--- src/rtl/vsel_pkg.sv ---
package vsel_pkg;
  localparam int VS_SRC       = 64;
  localparam int VS_PRIO_W    = 4;
  localparam int VS_DATA_W    = 32;
  localparam int VS_NORM_LSB  = 16;

  typedef enum logic {
    SEL_TIE_HIGH_PRIO = 1'b0,
    SEL_LOWEST_IDX    = 1'b1
  } vs_mode_e;
endpackage

--- src/rtl/vsel_rise.sv ---
module vsel_rise #(
  parameter int W = 2
) (
  input  logic         clk,
  input  logic [W-1:0] lvl_i,
  output logic [W-1:0] rise_o
);
  logic [W-1:0] lvl_q;

  // sampled through reset too, so a strobe held across reset gives no edge
  always_ff @(posedge clk) lvl_q <= lvl_i;

  assign rise_o = lvl_i & ~lvl_q;
endmodule

--- src/rtl/vsel_tree.sv ---
module vsel_tree
  import vsel_pkg::*;
#(
  parameter int       N    = VS_SRC,
  parameter int       PW   = VS_PRIO_W,
  parameter vs_mode_e MODE = SEL_TIE_HIGH_PRIO
) (
  input  logic [N-1:0]           cand_i,
  input  logic [N*PW-1:0]        prio_i,
  output logic                   win_vld_o,
  output logic [$clog2(N)-1:0]   win_idx_o,
  output logic [PW-1:0]          win_prio_o
);
  localparam int LVLS = $clog2(N);
  localparam int IW   = $clog2(N);

  for (genvar l = 0; l <= LVLS; l++) begin : lvl_g
    localparam int W = N >> l;
    logic [W-1:0]  v;
    logic [PW-1:0] p [W];
    logic [IW-1:0] x [W];

    if (l == 0) begin : leaf_g
      for (genvar i = 0; i < W; i++) begin : leaf_i
        assign v[i] = cand_i[i];
        assign p[i] = prio_i[i*PW +: PW];
        assign x[i] = IW'(i);
      end
    end else begin : node_g
      for (genvar i = 0; i < W; i++) begin : node_i
        logic          lo_v, hi_v, take_hi;
        logic [PW-1:0] lo_p, hi_p;
        logic [IW-1:0] lo_x, hi_x;
        assign lo_v = lvl_g[l-1].v[2*i];
        assign hi_v = lvl_g[l-1].v[2*i+1];
        assign lo_p = lvl_g[l-1].p[2*i];
        assign hi_p = lvl_g[l-1].p[2*i+1];
        assign lo_x = lvl_g[l-1].x[2*i];
        assign hi_x = lvl_g[l-1].x[2*i+1];
        if (MODE == SEL_TIE_HIGH_PRIO) begin : prio_g
          // upper half holds higher indices: it wins on equal priority
          assign take_hi = hi_v & (~lo_v | (hi_p >= lo_p));
        end else begin : low_g
          assign take_hi = hi_v & ~lo_v;
        end
        assign v[i] = lo_v | hi_v;
        assign p[i] = take_hi ? hi_p : lo_p;
        assign x[i] = take_hi ? hi_x : lo_x;
      end
    end
  end

  assign win_vld_o  = lvl_g[LVLS].v[0];
  assign win_idx_o  = lvl_g[LVLS].x[0];
  assign win_prio_o = lvl_g[LVLS].p[0];

  always_comb begin

    tree_any_chk: assert (win_vld_o == (|cand_i));

    tree_live_chk: assert (!win_vld_o || cand_i[win_idx_o]);
  end
endmodule

--- src/rtl/vector_ack_sel.sv ---
module vector_ack_sel
  import vsel_pkg::*;
#(
  parameter int N_SRC    = VS_SRC,
  parameter int PRIO_W   = VS_PRIO_W,
  parameter int DATA_W   = VS_DATA_W,
  parameter int NORM_LSB = VS_NORM_LSB
) (
  input  logic                      clk,
  input  logic                      rst,
  input  logic [N_SRC-1:0]          pend_i,
  input  logic [N_SRC-1:0]          enab_i,
  input  logic [N_SRC-1:0]          fast_i,
  input  logic [N_SRC*PRIO_W-1:0]   prio_i,
  input  logic                      rd_norm_i,
  input  logic                      rd_fast_i,
  output logic                      rd_valid_o,
  output logic [DATA_W-1:0]         rd_data_o,
  output logic                      clr_valid_o,
  output logic [$clog2(N_SRC)-1:0]  clr_idx_o
);
  localparam int IDX_W = $clog2(N_SRC);
  localparam logic [DATA_W-1:0] EMPTY_WORD = '1;

  logic [N_SRC-1:0]  live, norm_cand, fast_cand;
  logic              norm_vld, fast_vld;
  logic [IDX_W-1:0]  norm_idx, fast_idx;
  logic [PRIO_W-1:0] norm_prio, fast_prio;
  logic [1:0]        rise;
  logic              acc_n, acc_f;
  logic [DATA_W-1:0] norm_word, fast_word;

  assign live      = pend_i & enab_i;
  assign norm_cand = live & ~fast_i;
  assign fast_cand = live & fast_i;

  vsel_tree #(.N(N_SRC), .PW(PRIO_W), .MODE(SEL_TIE_HIGH_PRIO)) u_norm_tree (
    .cand_i    (norm_cand),
    .prio_i    (prio_i),
    .win_vld_o (norm_vld),
    .win_idx_o (norm_idx),
    .win_prio_o(norm_prio)
  );

  vsel_tree #(.N(N_SRC), .PW(PRIO_W), .MODE(SEL_LOWEST_IDX)) u_fast_tree (
    .cand_i    (fast_cand),
    .prio_i    (prio_i),
    .win_vld_o (fast_vld),
    .win_idx_o (fast_idx),
    .win_prio_o(fast_prio)
  );

  wire unused_fast_prio = ^fast_prio;

  vsel_rise #(.W(2)) u_rise (
    .clk   (clk),
    .lvl_i ({rd_fast_i, rd_norm_i}),
    .rise_o(rise)
  );

  // fast read takes precedence when both strobes rise together
  assign acc_f = rise[1];
  assign acc_n = rise[0] & ~rise[1];

  assign norm_word = (DATA_W'(norm_idx) << NORM_LSB) | DATA_W'(norm_prio);
  assign fast_word = DATA_W'(fast_idx);

  always_ff @(posedge clk) begin
    if (rst) begin
      rd_valid_o  <= 1'b0;
      rd_data_o   <= '0;
      clr_valid_o <= 1'b0;
      clr_idx_o   <= '0;
    end else begin
      rd_valid_o  <= acc_n | acc_f;
      clr_valid_o <= (acc_f & fast_vld) | (acc_n & norm_vld);
      if (acc_f) begin
        rd_data_o <= fast_vld ? fast_word : EMPTY_WORD;
        if (fast_vld) clr_idx_o <= fast_idx;
      end else if (acc_n) begin
        rd_data_o <= norm_vld ? norm_word : EMPTY_WORD;
        if (norm_vld) clr_idx_o <= norm_idx;
      end
    end
  end


  clr_with_read_chk: assert property (@(posedge clk) disable iff (rst)
    clr_valid_o |-> (rd_valid_o && rd_data_o != EMPTY_WORD));


  empty_no_clr_chk: assert property (@(posedge clk) disable iff (rst)
    (rd_valid_o && rd_data_o == EMPTY_WORD) |-> !clr_valid_o);


  clr_was_live_chk: assert property (@(posedge clk) disable iff (rst)
    clr_valid_o |-> ((($past(live)) >> clr_idx_o) & 1) != 0);


  held_once_chk: assert property (@(posedge clk) disable iff (rst)
    (rd_norm_i && $past(rd_norm_i) && !rd_fast_i && !$past(rd_fast_i)) |=> !rd_valid_o);


  word_pad_chk: assert property (@(posedge clk) disable iff (rst)
    (rd_valid_o && rd_data_o != EMPTY_WORD) |->
      (rd_data_o[DATA_W-1:NORM_LSB+IDX_W] == '0 && rd_data_o[NORM_LSB-1:IDX_W] == '0));


  rd_pulse_chk: assert property (@(posedge clk) disable iff (rst)
    (!$past(rd_norm_i) && !$past(rd_fast_i)) |-> !rd_valid_o);
endmodule

--- config.mk ---
export PLATFORM = sky130hd
export DESIGN_NAME = vector_ack_sel
export DESIGN_NICKNAME = d
export VERILOG_FILES = /design/src/rtl/vsel_pkg.sv /design/src/rtl/vsel_rise.sv /design/src/rtl/vsel_tree.sv /design/src/rtl/vector_ack_sel.sv
export SDC_FILE = /design/constraint.sdc
export NUM_CORES = 1
export LEC_CHECK = 0
export BUFFER_PORTS_ARGS = -buffer_cell sky130_fd_sc_hd__buf_2
export CAP_MARGIN = 20
export CELL_PAD_IN_SITES_DETAIL_PLACEMENT = 1
export CELL_PAD_IN_SITES_GLOBAL_PLACEMENT = 2
export CORE_ASPECT_RATIO = 0.75
export CORE_MARGIN = 5
export CORE_UTILIZATION = 28
export DETAILED_ROUTE_END_ITERATION = 7
export HOLD_SLACK_MARGIN = 0.06
export PLACE_DENSITY_LB_ADDON = 0.1
export SYNTH_ARGS = -nofsm -noshare
export SYNTH_HDL_FRONTEND = slang
export SYNTH_SLANG_ARGS = --single-unit
--- constraint.sdc ---
create_clock -name clk -period 13.1 [get_ports clk]
set_clock_uncertainty 0.05 [all_clocks]
set_input_delay 1.31 -clock clk [delete_from_list [all_inputs] [get_ports clk]]
set_output_delay 1.31 -clock clk [all_outputs]
set_load 0.02 [all_outputs]
# Word level (Yosys, flattened, before mapping)
# Cells that the tools add are included.
[op_classes]
multipliers = 0
add_sub_neg = 0
n_eq_ne = 1
n_bitwise = 454
muxes = 197
order_cmp = 63
n_reduce_logical = 3
div_mod_pow = 0
n_shift = 0
[ops]
columns = ["cell", "n"]
rows = [
  ["2-to-1 mux 6 bit", 66],
  ["greater-or-equal comparator 4 bit", 63],
  ["2-to-1 mux 4 bit", 63],
  ["AND 64 bit", 3],
  ["bitwise OR 1 bit", 191],
  ["AND 1 bit", 129],
  ["2-to-1 mux 32 bit", 4],
  ["inverter 1 bit", 127],
  ["2-to-1 mux 1 bit", 64],
  ["inverter 64 bit", 1],
  ["bitwise OR 22 x 4 -> 22 bit", 1],
  ["nonzero test 2 bit", 2],
  ["AND reduction 3 bit", 1],
  ["AND 2 bit", 1],
  ["inequality test 2 bit, second input constant", 1],
  ["inverter 2 bit", 1],
]
[totals]
out_inout_bits = 40
latchBits = 0
rom_bits = 0
ff_bits = 42
word_cells = 723
mem_count = 0
input_bits = 452
ram_bits = 0

# Logic depth before layout (Yosys ltp)
[depth]
depth_word = 30
depth_mapped = 55
depth_no_buf = 54

# Hierarchy
# From an unflattened synthesis, not the netlist that was laid out.
[unflattened]
cells_unflattened = 2504
hier_area_um2 = 17470.5
[by_module_without_submodules]
columns = ["mod", "cells_each", "instances", "seq_area_each_um2", "area_per_inst_um2"]
rows = [
  ["vsel_tree (u_norm_tree)", 1685, 1, 0.0, 11901.4],
  ["vsel_tree (u_fast_tree)", 512, 1, 0.0, 3493.4],
  ["vector_ack_sel", 303, 1, 420.4, 2008.2],
  ["vsel_rise", 4, 1, 40.0, 67.6],
]

# Worst setup path before layout
# Ideal clock, no wire load.
[synth_timing]
path_type = "input-to-reg"
startpoint = "in prio_i[116]"
endpoint = "reg clr_idx_o[2]"
path_buffers = 2
setup_ns = 0.103
path_stages = 48
arrival_ns = 10.591
t_required_ns = 12.947
path_slack_ns = 2.355
cell_sequence = "inv_1 -> ha_1 -> nand2b_1 -> a21o_1 -> a21o_1 -> nand2_1 -> a21oi_1 -> mux2_2 -> ha_1 -> nand2b_1 -> a21o_1 -> a21o_1 -> a211oi_1 -> nor2_1 -> a21oi_1 -> inv_1 -> ha_1 -> nand2b_1 -> [... 12 more ...] -> inv_1 -> ha_1 -> nand2b_1 -> o311ai_1 -> o31ai_1 -> a31oi_2 -> nor2_2 -> mux2_2 -> ha_1 -> nand2b_1 -> a21o_1 -> a21o_1 -> a21oi_1 -> a21o_1 -> buf_2 -> a2111oi_0 -> or3_1 -> a2111oi_2"
[synth_between]
elab_chain_cells = 27
word_cells_on_any_way = 30
cone_classes = "order compare: 6; mux: 12; bitwise: 12"
[synth_rtl]
columns = ["element", "line", "text"]
rows = [
  ["from (decl)", "vector_ack_sel.sv:14", "input logic [N_SRC*PRIO_W-1:0] prio_i,"],
  ["greater-or-equal comparator 4 bit", "vsel_tree.sv:42", "assign take_hi = hi_v & (~lo_v | (hi_p >= lo_p));"],
  ["bitwise OR 1 bit", "vsel_tree.sv:42", ""],
  ["AND 1 bit", "vsel_tree.sv:42", ""],
  ["2-to-1 mux 4 bit (*)", "vsel_tree.sv:47", "assign p[i] = take_hi ? hi_p : lo_p;"],
  ["greater-or-equal comparator 4 bit", "vsel_tree.sv:42", ""],
  ["bitwise OR 1 bit", "vsel_tree.sv:42", ""],
  ["AND 1 bit", "vsel_tree.sv:42", ""],
  ["2-to-1 mux 4 bit (*)", "vsel_tree.sv:47", ""],
  ["[... 11 more ...]", "--", ""],
  ["2-to-1 mux 4 bit", "vsel_tree.sv:47", ""],
  ["greater-or-equal comparator 4 bit", "vsel_tree.sv:42", ""],
  ["bitwise OR 1 bit", "vsel_tree.sv:42", ""],
  ["AND 1 bit", "vsel_tree.sv:42", ""],
  ["2-to-1 mux 6 bit (*)", "vsel_tree.sv:48", "assign x[i] = take_hi ? hi_x : lo_x;"],
  ["2-to-1 mux 6 bit (*)", "vector_ack_sel.sv:82", "if (norm_vld) clr_idx_o <= norm_idx;"],
  ["2-to-1 mux 6 bit (*)", "vector_ack_sel.sv:80", "end else if (acc_n) begin"],
  ["2-to-1 mux 6 bit (*)", "vector_ack_sel.sv:77", "if (acc_f) begin"],
  ["to (signal assigned)", "vector_ack_sel.sv:79", "if (fast_vld) clr_idx_o <= fast_idx;"],
  ["to (signal assigned)", "vector_ack_sel.sv:82", ""],
  ["to (decl)", "vector_ack_sel.sv:20", "output logic [$clog2(N_SRC)-1:0] clr_idx_o"],
]
# Every way passes the cells marked *; elsewhere a longest branch is shown, timed or not. The select of a mux whose other input is x is not followed.
# A chain may end at the register's enable or synchronous reset.

# Final worst setup path
[layout_timing]
startpoint = "in prio_i[33]"
endpoint = "reg clr_idx_o[2]"
# Same word-level chain as after synthesis.

==> summary.md <==
| Metric | Value |
|---|---|
| Fraction of layout cells with a size suffix above 1 | `23.4%` |
| Total die area | `0.0573 mm2` |
| # DRC | `0` |
| Area of the multi-input gates | `0.0132 mm2` |
| Synth top area share | `19.3%` |
| Clock root buffer master | `clkbuf_16` |
| Switching power share of the total | `56.8%` |
| Most common cell in the synthesized netlist | `ha_1` |
| Critical Path AT | `12.35 ns` |
| Synth Instances | `2115` |
| Min cycle time layout | `12.24 ns` |
| Clock transition at the registers of the reported paths | `0.07 ns` |
| Worst VDD drop | `74.5 uV` |
| Area leader, netlist | `ha_1` |
| Placed Area | `0.0179 mm2` |
| Fmax | `81.7 MHz` |
| First-pass GRT wire length | `103 mm` |
| Seq pwr share | `7.3%` |
| Fin. Hold Viols | `0` |
| Least-Margin Pin Slew | `1.07 ns` |
| CTS Hold Buffers Added | `0` |
| Critical path's slowest cell | `a21oi_1` |
| Max-cap violations | `0` |
| Fin area | `0.0180 mm2` |
| Core footprint | `0.0518 mm2` |
| Placed Cells | `3275` |
| Gate power share | `87.8%` |
| CP Capture Type | `register` |
| First-pass iteration count of the detailed router | `5` |
| Fraction of registers with async set/reset | `0%` |
| Syn_nets | `2794` |
| Placed wire-length estimate | `61.8 mm` |
| CP Launch Type | `input port` |
| Max clock buf depth | `2` |
| CP required | `13.21 ns` |
| Slew margin rel. | `28.3%` |
| Crit Path Max Fanout | `10` |
| Synth top cells by count | `227 x ha_1, 218 x inv_1, 214 x nand2_1, 159 x nor2_1, 119 x a21oi_1` |
| FF+latch count, synth | `23` |
| Ys flop type | `dfxtp_1` |
| Vias in the first global route | `18200` |
| Part of the Yosys area used for sequential elements | `3.13%` |
| Worst hold path class | `register to register` |
| Crit share post-route | `93.4%` |
| Clock group share of total power | `4.9%` |
| Vias per cell | `5.42` |
| Antenna violations before repair | `4` |
| Clk Latency, worst-skew pair | `0.27 ns` |
| Sequential cell area | `460 um2` |
| CTS tree | `done` |
| Worst hold slack | `0.449 ns` |
| # rows | `72` |
| Initial drt markers | `775` |
| Post-CTS Setup Inserts | `0` |
| WL final | `67.6 mm` |
| Post-synth EDFFs | `0` |
| Finished Core Util | `34.7%` |
| Non-filler instance count after layout | `3281` |
| Int Pwr | `627 uW` |
| Mean post-synth cell area | `6.96 um2` |
| Net Switching | `822 uW` |
| CTS Buf Count | `3` |
| Ports | `492` |
| Max Slew Vio Count | `0` |
| Die height | `209 um` |
| Status | `completed` |
| Port buffer count | `491` |
| Gp weighted congestion | `0.906` |
| Power Density | `80.6 mW/mm2` |
| Leakage power | `9.12 nW` |
| Critical path class | `input port to register` |
| Syn-to-layout area delta | `22.1%` |
| Largest net degree at the start of global routing | `25` |
| Crit path largest cell delay | `0.45 ns` |
| # setup viols final | `0` |
| YS warnings | `0` |
| Total negative slack | `0 ns` |
| Top cells by area, synth | `ha_1 19%, mux2i_1 7.7%, inv_1 5.6%` |
| Die Wd | `275 um` |
| RSZ-0062 raised after global routing | `false` |
| Layout Nets | `3257` |
| CTS sink count | `23` |
| Detail Route Antenna Nets | `0` |
| H-tree Lvls | `1` |
| DR WL/cell | `20.6 um` |
| Mapped Area | `0.0147 mm2` |
| Initial Util | `28.4%` |
| # fillers | `6692` |
| Count of unique library cells instantiated by Yosys | `107` |
| Gr usage total | `22.2%` |
| Grt total ovfl | `0` |
| Total number of vias | `17800` |
cells in the final DEF (no fill, tap or decap), drive strengths merged, types with 9 or more instances in the layout:
| cell type | Yosys | final |
|---|---|---|
| inv | 218 | 218 |
| a211oi | 31 | 31 |
| a22oi | 17 | 17 |
| nor3 | 41 | 41 |
| a31oi | 52 | 52 |
| o21a | 19 | 19 |
| nor2b | 50 | 50 |
| o2111ai | 11 | 11 |
| nand2b | 64 | 64 |
| or3 | 16 | 16 |
| o211ai | 26 | 26 |
| nor3b | 14 | 14 |
| a311oi | 9 | 9 |
| ha | 227 | 227 |
| mux2i | 114 | 114 |
| a21boi | 14 | 14 |
| a211o | 10 | 10 |
| nand3b | 42 | 42 |
| and2 | 28 | 28 |
| mux2 | 25 | 25 |
| nor2 | 160 | 160 |
| nand2 | 214 | 214 |
| nand3 | 86 | 86 |
| o21bai | 9 | 9 |
| o221ai | 9 | 9 |
| buf | 26 | 497 |
| nand4 | 10 | 10 |
| dfxtp | 23 | 23 |
| o31ai | 14 | 14 |
| and3b | 11 | 11 |
| a21o | 42 | 42 |
| and4bb | 16 | 16 |
| a221oi | 11 | 11 |
| o21ai | 128 | 128 |
| or2 | 17 | 17 |
| a22o | 14 | 14 |
| o22ai | 14 | 14 |
| and3 | 31 | 31 |
| a21oi | 120 | 120 |
metrics by stage:
stage | power (mW) | worst slack (ns)
after floorplan | 0.944 | 2.36
after global placement | 1.34 | 0.638
after detailed placement | 1.37 | 0.330
after CTS | 1.45 | 0.502
after global routing | 1.60 | 0.0954
final | 1.45 | 0.861
registers in the layout, indices dropped and copies added, names as in the netlist:
name	flops
clr_idx_o	6
clr_valid_o	1
rd_data_o	13
rd_valid_o	1
u_rise.lvl_q	2
power groups by stage:
stage | clock (mW) | sequential [mW] | combinational (mW)
detailed placement | 0 | 0.107 | 1.26
floorplan | 0 | 0.130 | 0.815
global route | 0.0752 | 0.108 | 1.42
global placement | 0 | 0.106 | 1.23
finish | 0.0717 | 0.105 | 1.27
CTS | 0.0718 | 0.106 | 1.27
area by class of cell:
cell class / instances / share of cell area [%]
Inverter: 218 / 4.55
Clock inverter: 1 / 0.0417
Multi-Input combinational cell: 1835 / 73.6
Timing Repair Buffer: 497 / 13.9
Sequential cell: 23 / 2.56
Antenna cell: 1 / 0.0139
Tap cell: 703 / 4.89
Clock buffer: 3 / 0.417
final timing paths:
| path | start | endpoint | slack (ns) | cells past startpoint |
|---|---|---|---|---|
| setup / recovery | prio_i[33] | clr_idx_o[2] | 0.86 | 44 |
| hold / removal | rd_data_o[5] | rd_data_o[5] | 0.45 | 2 |
| setup reg to reg | u_rise.lvl_q[1] | rd_data_o[0] | 10.34 | 7 |
| hold reg to reg | rd_data_o[5] | rd_data_o[5] | 0.45 | 2 |
critical path: cells and delay by family:
family                     cells  cell delay [ns]
AOI/OAI and AO/OA             21             5.34
buffers and inverters          3             0.24
and+or+nand+nor               10             2.06
adders and majority gates      6             1.73
muxes                          4             1.61
cell families after synthesis:
family                   after synthesis  synth area share, %
buffers and inverters                257                 7.12
AO/OA/AOI/OAI                        629                 29.9
adder cells (fa/ha/maj)              234                 19.8
AND/OR/NAND/NOR                      833                 30.2
multiplexers                         139                 9.82
flip-flops                            23                 3.13
routing by layer:
layer,track usage [%],wire [um],vias up
li1,-,-,8819
met1,33.1,34500,8625
met2,36.1,30000,323
met3,2.64,2960,10
met4,0.848,167,2
met5,0,7,-
what timing repair did:
item                                    CTS  global route
resized for setup                         0             4
hold endpoints to repair                  0             0
endpoints found under the setup margin    0            13
No activity file was read; power rests on OpenSTA's default activity.
